--- src/rtl/pwm2ch_pkg.sv ---
package pwm2ch_pkg;
  localparam int NCH       = 2;
  localparam int CH_STRIDE = 15;
  localparam int BUSY_BASE = 28;
  localparam int CNT_W     = 8;

  typedef struct packed {
    logic [3:0] code;
    logic       en;
    logic       act;
    logic       gate;
  } ch_ctl_t;

  // Ratio for a divider code; 0 marks an invalid code.
  function automatic int unsigned div_of(input logic [3:0] code,
                                         input int unsigned fine,
                                         input int unsigned coarse);
    case (code)
      4'd0:    return fine * 2;
      4'd1:    return fine * 3;
      4'd2:    return fine * 4;
      4'd3:    return fine * 6;
      4'd4:    return fine * 8;
      4'd8:    return coarse * 2;
      4'd9:    return coarse * 4;
      4'd10:   return coarse * 6;
      4'd11:   return coarse * 8;
      4'd12:   return coarse * 12;
      4'd15:   return 1;
      default: return 0;
    endcase
  endfunction
endpackage

--- src/rtl/pwm2ch_prescaler.sv ---
module pwm2ch_prescaler #(
  parameter int FINE_UNIT   = 60,
  parameter int COARSE_UNIT = 6000
) (
  input  logic       clk,
  input  logic       rst,
  input  logic [3:0] code,
  input  logic       run,
  input  logic       clear,
  output logic       tick,
  output logic       code_ok
);
  localparam int MAX_DIV = (COARSE_UNIT * 12 > FINE_UNIT * 8) ? COARSE_UNIT * 12 : FINE_UNIT * 8;
  localparam int DIV_W   = $clog2(MAX_DIV + 1);

  logic [DIV_W-1:0] div_val;
  logic [DIV_W-1:0] cnt_q;

  assign div_val = DIV_W'(pwm2ch_pkg::div_of(code, FINE_UNIT, COARSE_UNIT));
  assign code_ok = (div_val != '0);
  // >= keeps the count bounded if the code is changed to a smaller ratio
  assign tick    = run && code_ok && (cnt_q >= div_val - DIV_W'(1));

  always_ff @(posedge clk) begin
    if (rst || clear) begin
      cnt_q <= '0;
    end else if (run && code_ok) begin
      cnt_q <= tick ? '0 : cnt_q + DIV_W'(1);
    end
  end
endmodule

--- src/rtl/pwm2ch_channel.sv ---
module pwm2ch_channel #(
  parameter int CNT_W = 8
) (
  input  logic             clk,
  input  logic             rst,
  input  logic             en,
  input  logic             run,
  input  logic             act_lvl,
  input  logic             tick,
  input  logic             wr,
  input  logic [CNT_W-1:0] wr_duty,
  input  logic [CNT_W-1:0] wr_prd,
  output logic             busy,
  output logic [CNT_W-1:0] sh_duty,
  output logic [CNT_W-1:0] sh_prd,
  output logic [CNT_W-1:0] cur_duty,
  output logic [CNT_W-1:0] cur_prd,
  output logic             pwm
);
  logic [CNT_W-1:0] cyc_q;
  logic             boundary;
  logic             load;

  assign boundary = tick && (cyc_q >= cur_prd);
  assign load     = busy && (!en || boundary);

  always_ff @(posedge clk) begin
    if (rst) begin
      cyc_q    <= '0;
      sh_duty  <= '0;
      sh_prd   <= '0;
      cur_duty <= '0;
      cur_prd  <= '0;
      busy     <= 1'b0;
      pwm      <= 1'b1;
    end else begin
      if (!en) begin
        cyc_q <= '0;
      end else if (boundary) begin
        cyc_q <= '0;
      end else if (tick) begin
        cyc_q <= cyc_q + CNT_W'(1);
      end

      if (wr && !busy) begin
        sh_duty <= wr_duty;
        sh_prd  <= wr_prd;
        busy    <= 1'b1;
      end else if (load) begin
        cur_duty <= sh_duty;
        cur_prd  <= sh_prd;
        busy     <= 1'b0;
      end

      pwm <= (run && (cyc_q < cur_duty)) ? act_lvl : !act_lvl;
    end
  end
endmodule

--- src/rtl/pwm2ch_ctrl.sv ---
module pwm2ch_ctrl
  import pwm2ch_pkg::*;
#(
  parameter int FINE_UNIT   = 60,
  parameter int COARSE_UNIT = 6000,
  parameter int ADDR_W      = 4
) (
  input  logic              clk,
  input  logic              rst,
  input  logic              reg_wr,
  input  logic              reg_rd,
  input  logic [ADDR_W-1:0] reg_addr,
  input  logic [31:0]       reg_wdata,
  output logic [31:0]       reg_rdata,
  output logic [NCH-1:0]    pwm_o
);
  localparam int IDX_W = ADDR_W - 2;

  ch_ctl_t [NCH-1:0]            ctl_q;
  logic [NCH-1:0]               ch_en, ch_act, ch_gate, ch_run;
  logic [NCH-1:0]               tick, code_ok, busy, wr_prd;
  logic [NCH-1:0][CNT_W-1:0]    sh_duty, sh_prd, cur_duty, cur_prd;
  logic [IDX_W-1:0]             idx;
  logic                         aligned, wr_hit, wr_ctl;
  logic [31:0]                  ctl_rd, rd_mux;
  logic                         unused_wbits;

  assign idx     = reg_addr[ADDR_W-1:2];
  assign aligned = (reg_addr[1:0] == 2'b00);
  assign wr_hit  = reg_wr && aligned;
  assign wr_ctl  = wr_hit && (idx == '0);
  assign unused_wbits = ^{reg_wdata[31:24], reg_wdata[14:8]};

  always_ff @(posedge clk) begin
    if (rst) begin
      ctl_q <= '0;
    end else if (wr_ctl) begin
      for (int n = 0; n < NCH; n++) begin
        ctl_q[n].code <= reg_wdata[n*CH_STRIDE +: 4];
        ctl_q[n].en   <= reg_wdata[n*CH_STRIDE + 4];
        ctl_q[n].act  <= reg_wdata[n*CH_STRIDE + 5];
        ctl_q[n].gate <= reg_wdata[n*CH_STRIDE + 6];
      end
    end
  end

  for (genvar n = 0; n < NCH; n++) begin : g_ch
    assign ch_en[n]   = ctl_q[n].en;
    assign ch_act[n]  = ctl_q[n].act;
    assign ch_gate[n] = ctl_q[n].gate;
    assign ch_run[n]  = ch_en[n] && ch_gate[n] && code_ok[n];
    assign wr_prd[n]  = wr_hit && (idx == IDX_W'(n + 1));

    pwm2ch_prescaler #(
      .FINE_UNIT  (FINE_UNIT),
      .COARSE_UNIT(COARSE_UNIT)
    ) u_pre (
      .clk    (clk),
      .rst    (rst),
      .code   (ctl_q[n].code),
      .run    (ch_en[n] && ch_gate[n]),
      .clear  (!ch_en[n]),
      .tick   (tick[n]),
      .code_ok(code_ok[n])
    );

    pwm2ch_channel #(
      .CNT_W(CNT_W)
    ) u_chan (
      .clk     (clk),
      .rst     (rst),
      .en      (ch_en[n]),
      .run     (ch_run[n]),
      .act_lvl (ch_act[n]),
      .tick    (tick[n]),
      .wr      (wr_prd[n]),
      .wr_duty (reg_wdata[CNT_W-1:0]),
      .wr_prd  (reg_wdata[16 +: CNT_W]),
      .busy    (busy[n]),
      .sh_duty (sh_duty[n]),
      .sh_prd  (sh_prd[n]),
      .cur_duty(cur_duty[n]),
      .cur_prd (cur_prd[n]),
      .pwm     (pwm_o[n])
    );
  end

  always_comb begin
    ctl_rd = '0;
    for (int n = 0; n < NCH; n++) begin
      ctl_rd[n*CH_STRIDE +: 4]  = ctl_q[n].code;
      ctl_rd[n*CH_STRIDE + 4]   = ctl_q[n].en;
      ctl_rd[n*CH_STRIDE + 5]   = ctl_q[n].act;
      ctl_rd[n*CH_STRIDE + 6]   = ctl_q[n].gate;
      ctl_rd[BUSY_BASE + n]     = busy[n];
    end
  end

  always_comb begin
    rd_mux = '0;
    if (aligned) begin
      if (idx == '0) begin
        rd_mux = ctl_rd;
      end
      for (int n = 0; n < NCH; n++) begin
        if (idx == IDX_W'(n + 1)) begin
          rd_mux = {8'h00, sh_prd[n], 8'h00, sh_duty[n]};
        end
      end
    end
  end

  always_ff @(posedge clk) begin
    if (rst) begin
      reg_rdata <= '0;
    end else if (reg_rd) begin
      reg_rdata <= rd_mux;
    end
  end
endmodule

--- config.mk ---
export PLATFORM = sky130hd
export DESIGN_NAME = pwm2ch_ctrl
export DESIGN_NICKNAME = d
export VERILOG_FILES = /design/src/rtl/pwm2ch_pkg.sv /design/src/rtl/pwm2ch_prescaler.sv /design/src/rtl/pwm2ch_channel.sv /design/src/rtl/pwm2ch_ctrl.sv
export SDC_FILE = /design/constraint.sdc
export NUM_CORES = 1
export LEC_CHECK = 0
export BUFFER_PORTS_ARGS = -buffer_cell sky130_fd_sc_hd__buf_2
export CAP_MARGIN = 10
export CELL_PAD_IN_SITES_DETAIL_PLACEMENT = 0
export CELL_PAD_IN_SITES_GLOBAL_PLACEMENT = 1
export CORE_MARGIN = 4
export CORE_UTILIZATION = 30
export DETAILED_ROUTE_END_ITERATION = 10
export GPL_ROUTABILITY_DRIVEN = 0
export GPL_TIMING_DRIVEN = 0
export PLACE_DENSITY_LB_ADDON = 0.1
export SLEW_MARGIN = 15
export SYNTH_ARGS = -nofsm -noshare
export SYNTH_HDL_FRONTEND = slang
export SYNTH_SLANG_ARGS = --single-unit
--- constraint.sdc ---
create_clock -name clk -period 4.2 [get_ports clk]
set_input_delay 0.84 -clock clk [delete_from_list [all_inputs] [get_ports clk]]
set_output_delay 0.84 -clock clk [all_outputs]
set_load 0.01 [all_outputs]
# Word level (Yosys, flattened, before mapping)
# Memory sizes are Yosys's and may differ from the RTL's. A register that Yosys moved wholly into a read port is not among the register bits.
# Cells that the tools add are included.
[totals]
register_bits = 164
mem_bits_ro = 512
input_bits = 40
out_inout_bits = 34
word_cells = 99
n_memories = 2
[memory_table]
columns = ["name", "depth", "word_bits", "rd", "rd_clocked_by_memory_dff", "write_ports", "line", "text"]
rows = [
  ["(no name shown)", 16, 16, 1, 1, 0, "pwm2ch_pkg.sv:18", "case (code)"],
  ["(no name shown)", 16, 16, 1, 1, 0, "pwm2ch_pkg.sv:18", ""],
]
[classes]
n_addsub = 6
magnitude_cmp = 6
n_eq_ne = 2
mux = 16
bitwise = 4
reduce_logical = 38
[ops]
columns = ["cell", "count"]
rows = [
  ["two-way mux 32 bit", 3],
  ["adder 17 x 1 -> 17 bit (second input constant)", 2],
  [">= comparator 17 bit", 2],
  ["two-way mux 17 bit", 2],
  ["nonzero test 17 bit", 2],
  ["subtractor 17 x 1 -> 17 bit (second input constant)", 2],
  ["two-way mux 30 bit", 1],
  ["logical AND 1 bit", 18],
  ["adder 8 x 1 -> 8 bit (second input constant)", 2],
  [">= comparator 8 bit", 2],
  ["less-than comparator 8 bit", 2],
  ["two-way mux 4 bit", 4],
  ["logical NOT 1 bit", 6],
  ["two-way mux 1 bit", 6],
  ["OR reduction 3 bit", 2],
  ["logical NOT 2 bit", 2],
  ["logical OR 1 bit", 4],
  ["inverter 1 bit", 4],
  ["AND reduction 2 bit", 2],
  ["nonzero test 2 bit", 2],
  ["equality test 2 x 1 -> 1 bit (second input constant)", 1],
  ["equality test 2 bit (second input constant)", 1],
]

# Longest topological paths before layout
[logic_depth]
ltp_word = 8
ltp_mapped = 16
ltp_nobuf = 14

# Hierarchy
# From an unflattened synthesis, not the netlist that was laid out.
[unflattened]
hier_cells = 1126
hier_area_um2 = 9426.5
[modules_own_cells]
columns = ["mod", "instances", "cells_per_inst", "area_each_um2", "seq_area_each_um2"]
rows = [
  ["pwm2ch_channel", 2, 244, 2093.3, 840.8],
  ["pwm2ch_ctrl", 1, 199, 1821.7, 660.6],
  ["pwm2ch_prescaler (g_ch[0].u_pre)", 1, 232, 1744.2, 340.3],
  ["pwm2ch_prescaler (g_ch[1].u_pre)", 1, 207, 1674.1, 340.3],
]

# Worst setup path before layout
# No wires, ideal clock.
[synth_path]
path_type = "flip-flop to flip-flop"
startpoint = "register, netlist name g_ch[0].u_pre.div_val[0]"
endpoint = "register g_ch[0].u_chan.cur_duty[4]"
setup_ns = 0.072
arrival_ns = 3.759
t_required_ns = 4.128
slack_ns = 0.370
stages_incl_launch_ff = 17
n_path_buf = 3
synth_period_minus_slack_ns = 3.830
path_cell_list = "dfxtp_1 > nor3_1 > nand2b_1 > or4_1 > clkbuf_1 > nor3_1 > nand2_1 > xor2_1 > ha_1 > nand4_1 > nor3_1 > and3_1 > clkbuf_1 > o211ai_1 > o22ai_2 > buf_2 > mux2i_1"
[synth_between]
elab_chain_len = 7
elab_cells_between_ends = 9
classes_between = "1 x add/sub; 1 x order compare; 7 x reduce/logical"
[synth_lines]
columns = ["element", "line", "text"]
rows = [
  ["subtractor 17 x 1 -> 17 bit or nonzero test 17 bit (tied branches)", "pwm2ch_prescaler.sv:22, pwm2ch_prescaler.sv:20", ""],
  [">= comparator 17 bit or logical AND 1 bit (tied branches)", "pwm2ch_prescaler.sv:22", "assign tick = run && code_ok && (cnt_q >= div_val - DIV_W'(1));"],
  ["logical AND 1 bit (*)", "pwm2ch_prescaler.sv:22", ""],
  ["logical AND 1 bit (*)", "pwm2ch_channel.sv:24", "assign boundary = tick && (cyc_q >= cur_prd);"],
  ["logical OR 1 bit (*)", "pwm2ch_channel.sv:25", "assign load = busy && (!en || boundary);"],
  ["logical AND 1 bit (*)", "pwm2ch_channel.sv:25", ""],
  ["AND reduction 2 bit (no source line) (*)", "n/a", ""],
  ["end signal: assignment", "pwm2ch_channel.sv:50", "cur_duty <= sh_duty;"],
  ["end: declaration", "pwm2ch_channel.sv:16", "output logic [CNT_W-1:0] cur_duty,"],
]
# Every way passes the cells marked *; elsewhere a longest branch is shown, timed or not.
# A chain may end at the register's enable or synchronous reset.

# Worst setup path in the final report
[layout_path]
startpoint = "register, netlist name g_ch[0].u_pre.div_val[0]"
endpoint = "register g_ch[0].u_pre.cnt_q[2]"
[layout_between]
elab_chain_len = 4
elab_cells_between_ends = 6
classes_between = "1 x add/sub; 1 x order compare; 1 x mux; 3 x reduce/logical"
[layout_lines]
columns = ["element", "line", "text"]
rows = [
  ["subtractor 17 x 1 -> 17 bit or nonzero test 17 bit (tied branches)", "pwm2ch_prescaler.sv:22, pwm2ch_prescaler.sv:20", ""],
  [">= comparator 17 bit or logical AND 1 bit (tied branches)", "pwm2ch_prescaler.sv:22, pwm2ch_prescaler.sv:27", ""],
  ["logical AND 1 bit", "pwm2ch_prescaler.sv:22", ""],
  ["two-way mux 17 bit", "pwm2ch_prescaler.sv:28", "cnt_q <= tick ? '0 : cnt_q + DIV_W'(1);"],
  ["end signal: assignment", "pwm2ch_prescaler.sv:28", ""],
  ["end: declaration", "pwm2ch_prescaler.sv:17", "logic [DIV_W-1:0] cnt_q;"],
]
# Several ways; a longest one is shown, not always the timed one.

==> flow_summary.json <==
{
  "outcome": "finished, final reports clean",
  "arrival_ns": 4.24,
  "tightest_slew_ns": 1.03,
  "finalHoldViolCount": 0,
  "io_pins": 74,
  "cp_slowest_cell": "or4_1",
  "synth_area_leaders": "dfxtp_1 39%, ha_1 10%, mux2i_1 5.5%",
  "slowest_delay_ns": 0.41,
  "drt_iter0_drc": 317,
  "synth.top_cells.by_count": "181 x dfxtp_1, 135 x nor2_1, 131 x nand2_1",
  "setup_ws_ns": 0.334,
  "io_buffers": 43,
  "fin_cells": 1575,
  "crit_fanout": 10,
  "pre_cts_ws_ns": -0.458,
  "rr_startpoint": "g_ch[0].u_pre.div_val[0]$_SDFF_PN0_",
  "reg2reg_to": "g_ch[0].u_pre.cnt_q[2]$_SDFFE_PP0P_",
  "yosys_warnings": 0,
  "wl_mm": 26.4,
  "skew_ns": 0.0143,
  "synth-async-reset-ratio_pct": 0,
  "cts_sinks": 181,
  "synthCells": 1091,
  "synth_top_area_cell": "dfxtp_1",
  "synth_top_area_share_pct": 38.7,
  "rows": 64,
  "path_cells": "nor3_1 > nand2b_1 > or4_1 > clkbuf_1 > nor3_2 > nand2_1 > xor2_1 > ha_1 > nand4_1 > nor3_2 > a21oi_1 > o211ai_1 > buf_4 > o21ai_4 > nand2_2 > clkbuf_2 > nor2_1",
  "whs_path_depth": 2,
  "worstPathRequired_ns": 4.57,
  "max-slew-margin-rel_pct": 31.1,
  "ys_seq_area_share_pct": 38.7,
  "dp_cells": 1542,
  "cts_root_buf": "clkbuf_16",
  "power_density_nw_per_um2": 334,
  "place_area_um2": 10100,
  "nets": 1285,
  "grt_overflow_total": 0,
  "synth_ff_type": "dfxtp_1",
  "syn_area_um2": 9350,
  "cap_violations": 0,
  "hold_start": "g_ch[0].u_chan.cur_prd[2]$_SDFFE_PP0P_",
  "setup_viol": 0,
  "numCtsBuffers": 17,
  "p_leak_nw": 4.06,
  "grt.total_usage_pct": 16.1,
  "postCtsHoldBufs": 0,
  "fp.dieW_um": 185,
  "reg2reg_depth": 17,
  "synth_seq_cells": 181,
  "yosysUniqueCellTypes": 67,
  "period_share_pct": 92.0,
  "syn_avg_cell_area_um2": 8.57,
  "vias_per_cell": 4.71,
  "syn_to_final_growth_pct": 15.6,
  "finalSetupTns_ns": 0,
  "final_util_pct": 35.3,
  "dieArea_um2": 34100,
  "hold_slack_ns": 0.471,
  "peakVddDrop_v": 0.000297,
  "end_kind": "register",
  "rsz0062_at_grt": "false",
  "min_to": "g_ch[0].u_chan.cur_prd[2]$_SDFFE_PP0P_",
  "grt_pass1_wl_mm": 42.4,
  "timing.fmax_ghz": 0.259,
  "r2r_slack_ns": 0.33,
  "path_class": "register to register",
  "synth_edf_count": 0,
  "report.final.slew_viol_count": 0,
  "insertion_delay_ns": 0.44,
  "ant_nets": 0,
  "crit_family": "simple AND/OR/NAND/NOR gates",
  "crit_buf_inv": 3,
  "fin_crit_ns": 3.87,
  "dp_hpwl_mm": 20.3,
  "grt_max_degree": 17,
  "synth_most_common_cell": "dfxtp_1",
  "drc_errors": 0,
  "drive_above_1_share_pct": 10.9,
  "p_total_mw": 3.61,
  "via_count": 7422,
  "drtPass1Iterations": 5,
  "core_area_um2": 30700,
  "drt-wirelength-per-cell_um": 16.8,
  "htreeDepth": 4,
  "hp-class": "register to register",
  "grt_pass1_vias": 7418,
  "postLayoutCellArea_um2": 10800,
  "clkTransAtPathRegs_ns": 0.07,
  "start_kind": "register",
  "crit_top_cell": "nor3_2",
  "antenna_found_initial": 1,
  "die_h_um": 185,
  "initial_core_util_pct": 30.5,
  "clk_path_buf_depth": 2,
  "cts_tree": "yes",
  "n_antenna_cell": 0
}
==> kinds of logic (layout without fill, tap and decap cells) <==
family,Yosys count,in the layout,share of synthesized area [%]
AO/OA/AOI/OAI,168,168,11.5
XOR/XNOR,65,65,6.09
adder cells (fa/ha/maj),78,78,10.4
buffers and inverters,121,197,6.15
flip-flops,181,181,38.7
multiplexers,52,52,5.58
other,1,13,0.0401
AND/OR/NAND/NOR,425,425,21.5
==> layout by cell type (no fill, tap or decap), types with 5 or more instances in the layout <==
| cell | n |
|---|---|
| a211oi_1 | 7 |
| a21oi_1 | 72 |
| a22o_1 | 6 |
| a22oi_1 | 16 |
| and3_1 | 11 |
| buf_2 | 50 |
| buf_4 | 23 |
| buf_6 | 5 |
| clkbuf_1 | 31 |
| clkbuf_16 | 17 |
| conb_1 | 13 |
| dfxtp_1 | 181 |
| ha_1 | 78 |
| inv_1 | 53 |
| mux2i_1 | 51 |
| nand2_1 | 130 |
| nand2b_1 | 40 |
| nand3_1 | 25 |
| nand4_1 | 18 |
| nor2_1 | 135 |
| nor2b_1 | 8 |
| nor3_1 | 12 |
| nor4_1 | 5 |
| o211ai_1 | 5 |
| o21ai_0 | 25 |
| or2_1 | 7 |
| xnor2_1 | 23 |
| xor2_1 | 42 |
==> sequential cells by signal (all words and copies together), names as in the netlist, 16 cells and up <==
name and cells:
g_ch.u_chan.cur_duty 16, g_ch.u_chan.cur_prd 16, g_ch.u_chan.cyc_q 16, g_ch.u_chan.sh_duty 16
g_ch.u_chan.sh_prd 16, g_ch.u_pre.cnt_q 34, g_ch.u_pre.div_val 30, reg_rdata 19
==> cell type report <==
class	count	area [um^2]
fillers	3232	19900
multi-input cells	801	5270
flip-flops and latches	181	3620
well taps	396	495
clock buffers	21	440
plain buffers	64	363
repair buffers	46	238
inverters	56	213
clock inverters	10	170
==> worst min-delay path, cell delays in order (launching register included) <==
cell	delay [ns]
dfxtp_1	0.31
nand2b_1	0.06
mux2i_1	0.05
==> where the power goes <==
part	leakage (nW)	internal (mW)	total (mW)	switching (mW)
clock network	0.294	1.00	1.72	0.717
registers	1.46	1.73	1.74	0.0123
logic	2.31	0.0523	0.149	0.0964
total	4.06	2.78	3.61	0.826
==> how the worst max path moves through the flow <==
stage	startpoint	endpoint	slack, ns	cells past startpoint
after detailed placement	g_ch[0].u_pre.div_val[0]$_SDFF_PN0_	g_ch[0].u_chan.cur_duty[4]$_SDFFE_PP0P_	-0.46	16
final	g_ch[0].u_pre.div_val[0]$_SDFF_PN0_	g_ch[0].u_pre.cnt_q[2]$_SDFFE_PP0P_	0.33	17
after global routing	g_ch[0].u_pre.div_val[0]$_SDFF_PN0_	g_ch[0].u_chan.cur_duty[6]$_SDFFE_PP0P_	0.003	17
after global placement	g_ch[1].u_pre.div_val[0]$_SDFF_PN0_	g_ch[1].u_chan.cur_prd[6]$_SDFFE_PP0P_	-0.55	14
after floorplan	g_ch[0].u_pre.div_val[0]$_SDFF_PN0_	g_ch[0].u_chan.cur_duty[4]$_SDFFE_PP0P_	0.37	16
after CTS	g_ch[0].u_pre.div_val[0]$_SDFF_PN0_	g_ch[0].u_pre.cnt_q[2]$_SDFFE_PP0P_	-0.02	16
==> routing by layer <==
layer  up-vias  part of all wire (%)  track usage (%)
met5         -                 0.068                0
met4         2                   1.8             4.44
met3        25                   3.8             3.43
met2       133                    42             23.9
met1      3413                    52             23.6
li1       3849                     -                -
==> timing repair <==
action | CTS | global route
gates resized for setup | 9 | 5
buffers inserted | 1 | 2
endpoints found under the setup margin | 75 | 62
pin swaps | 1 | 0
Note: power is estimated with default switching activity, not from simulation.
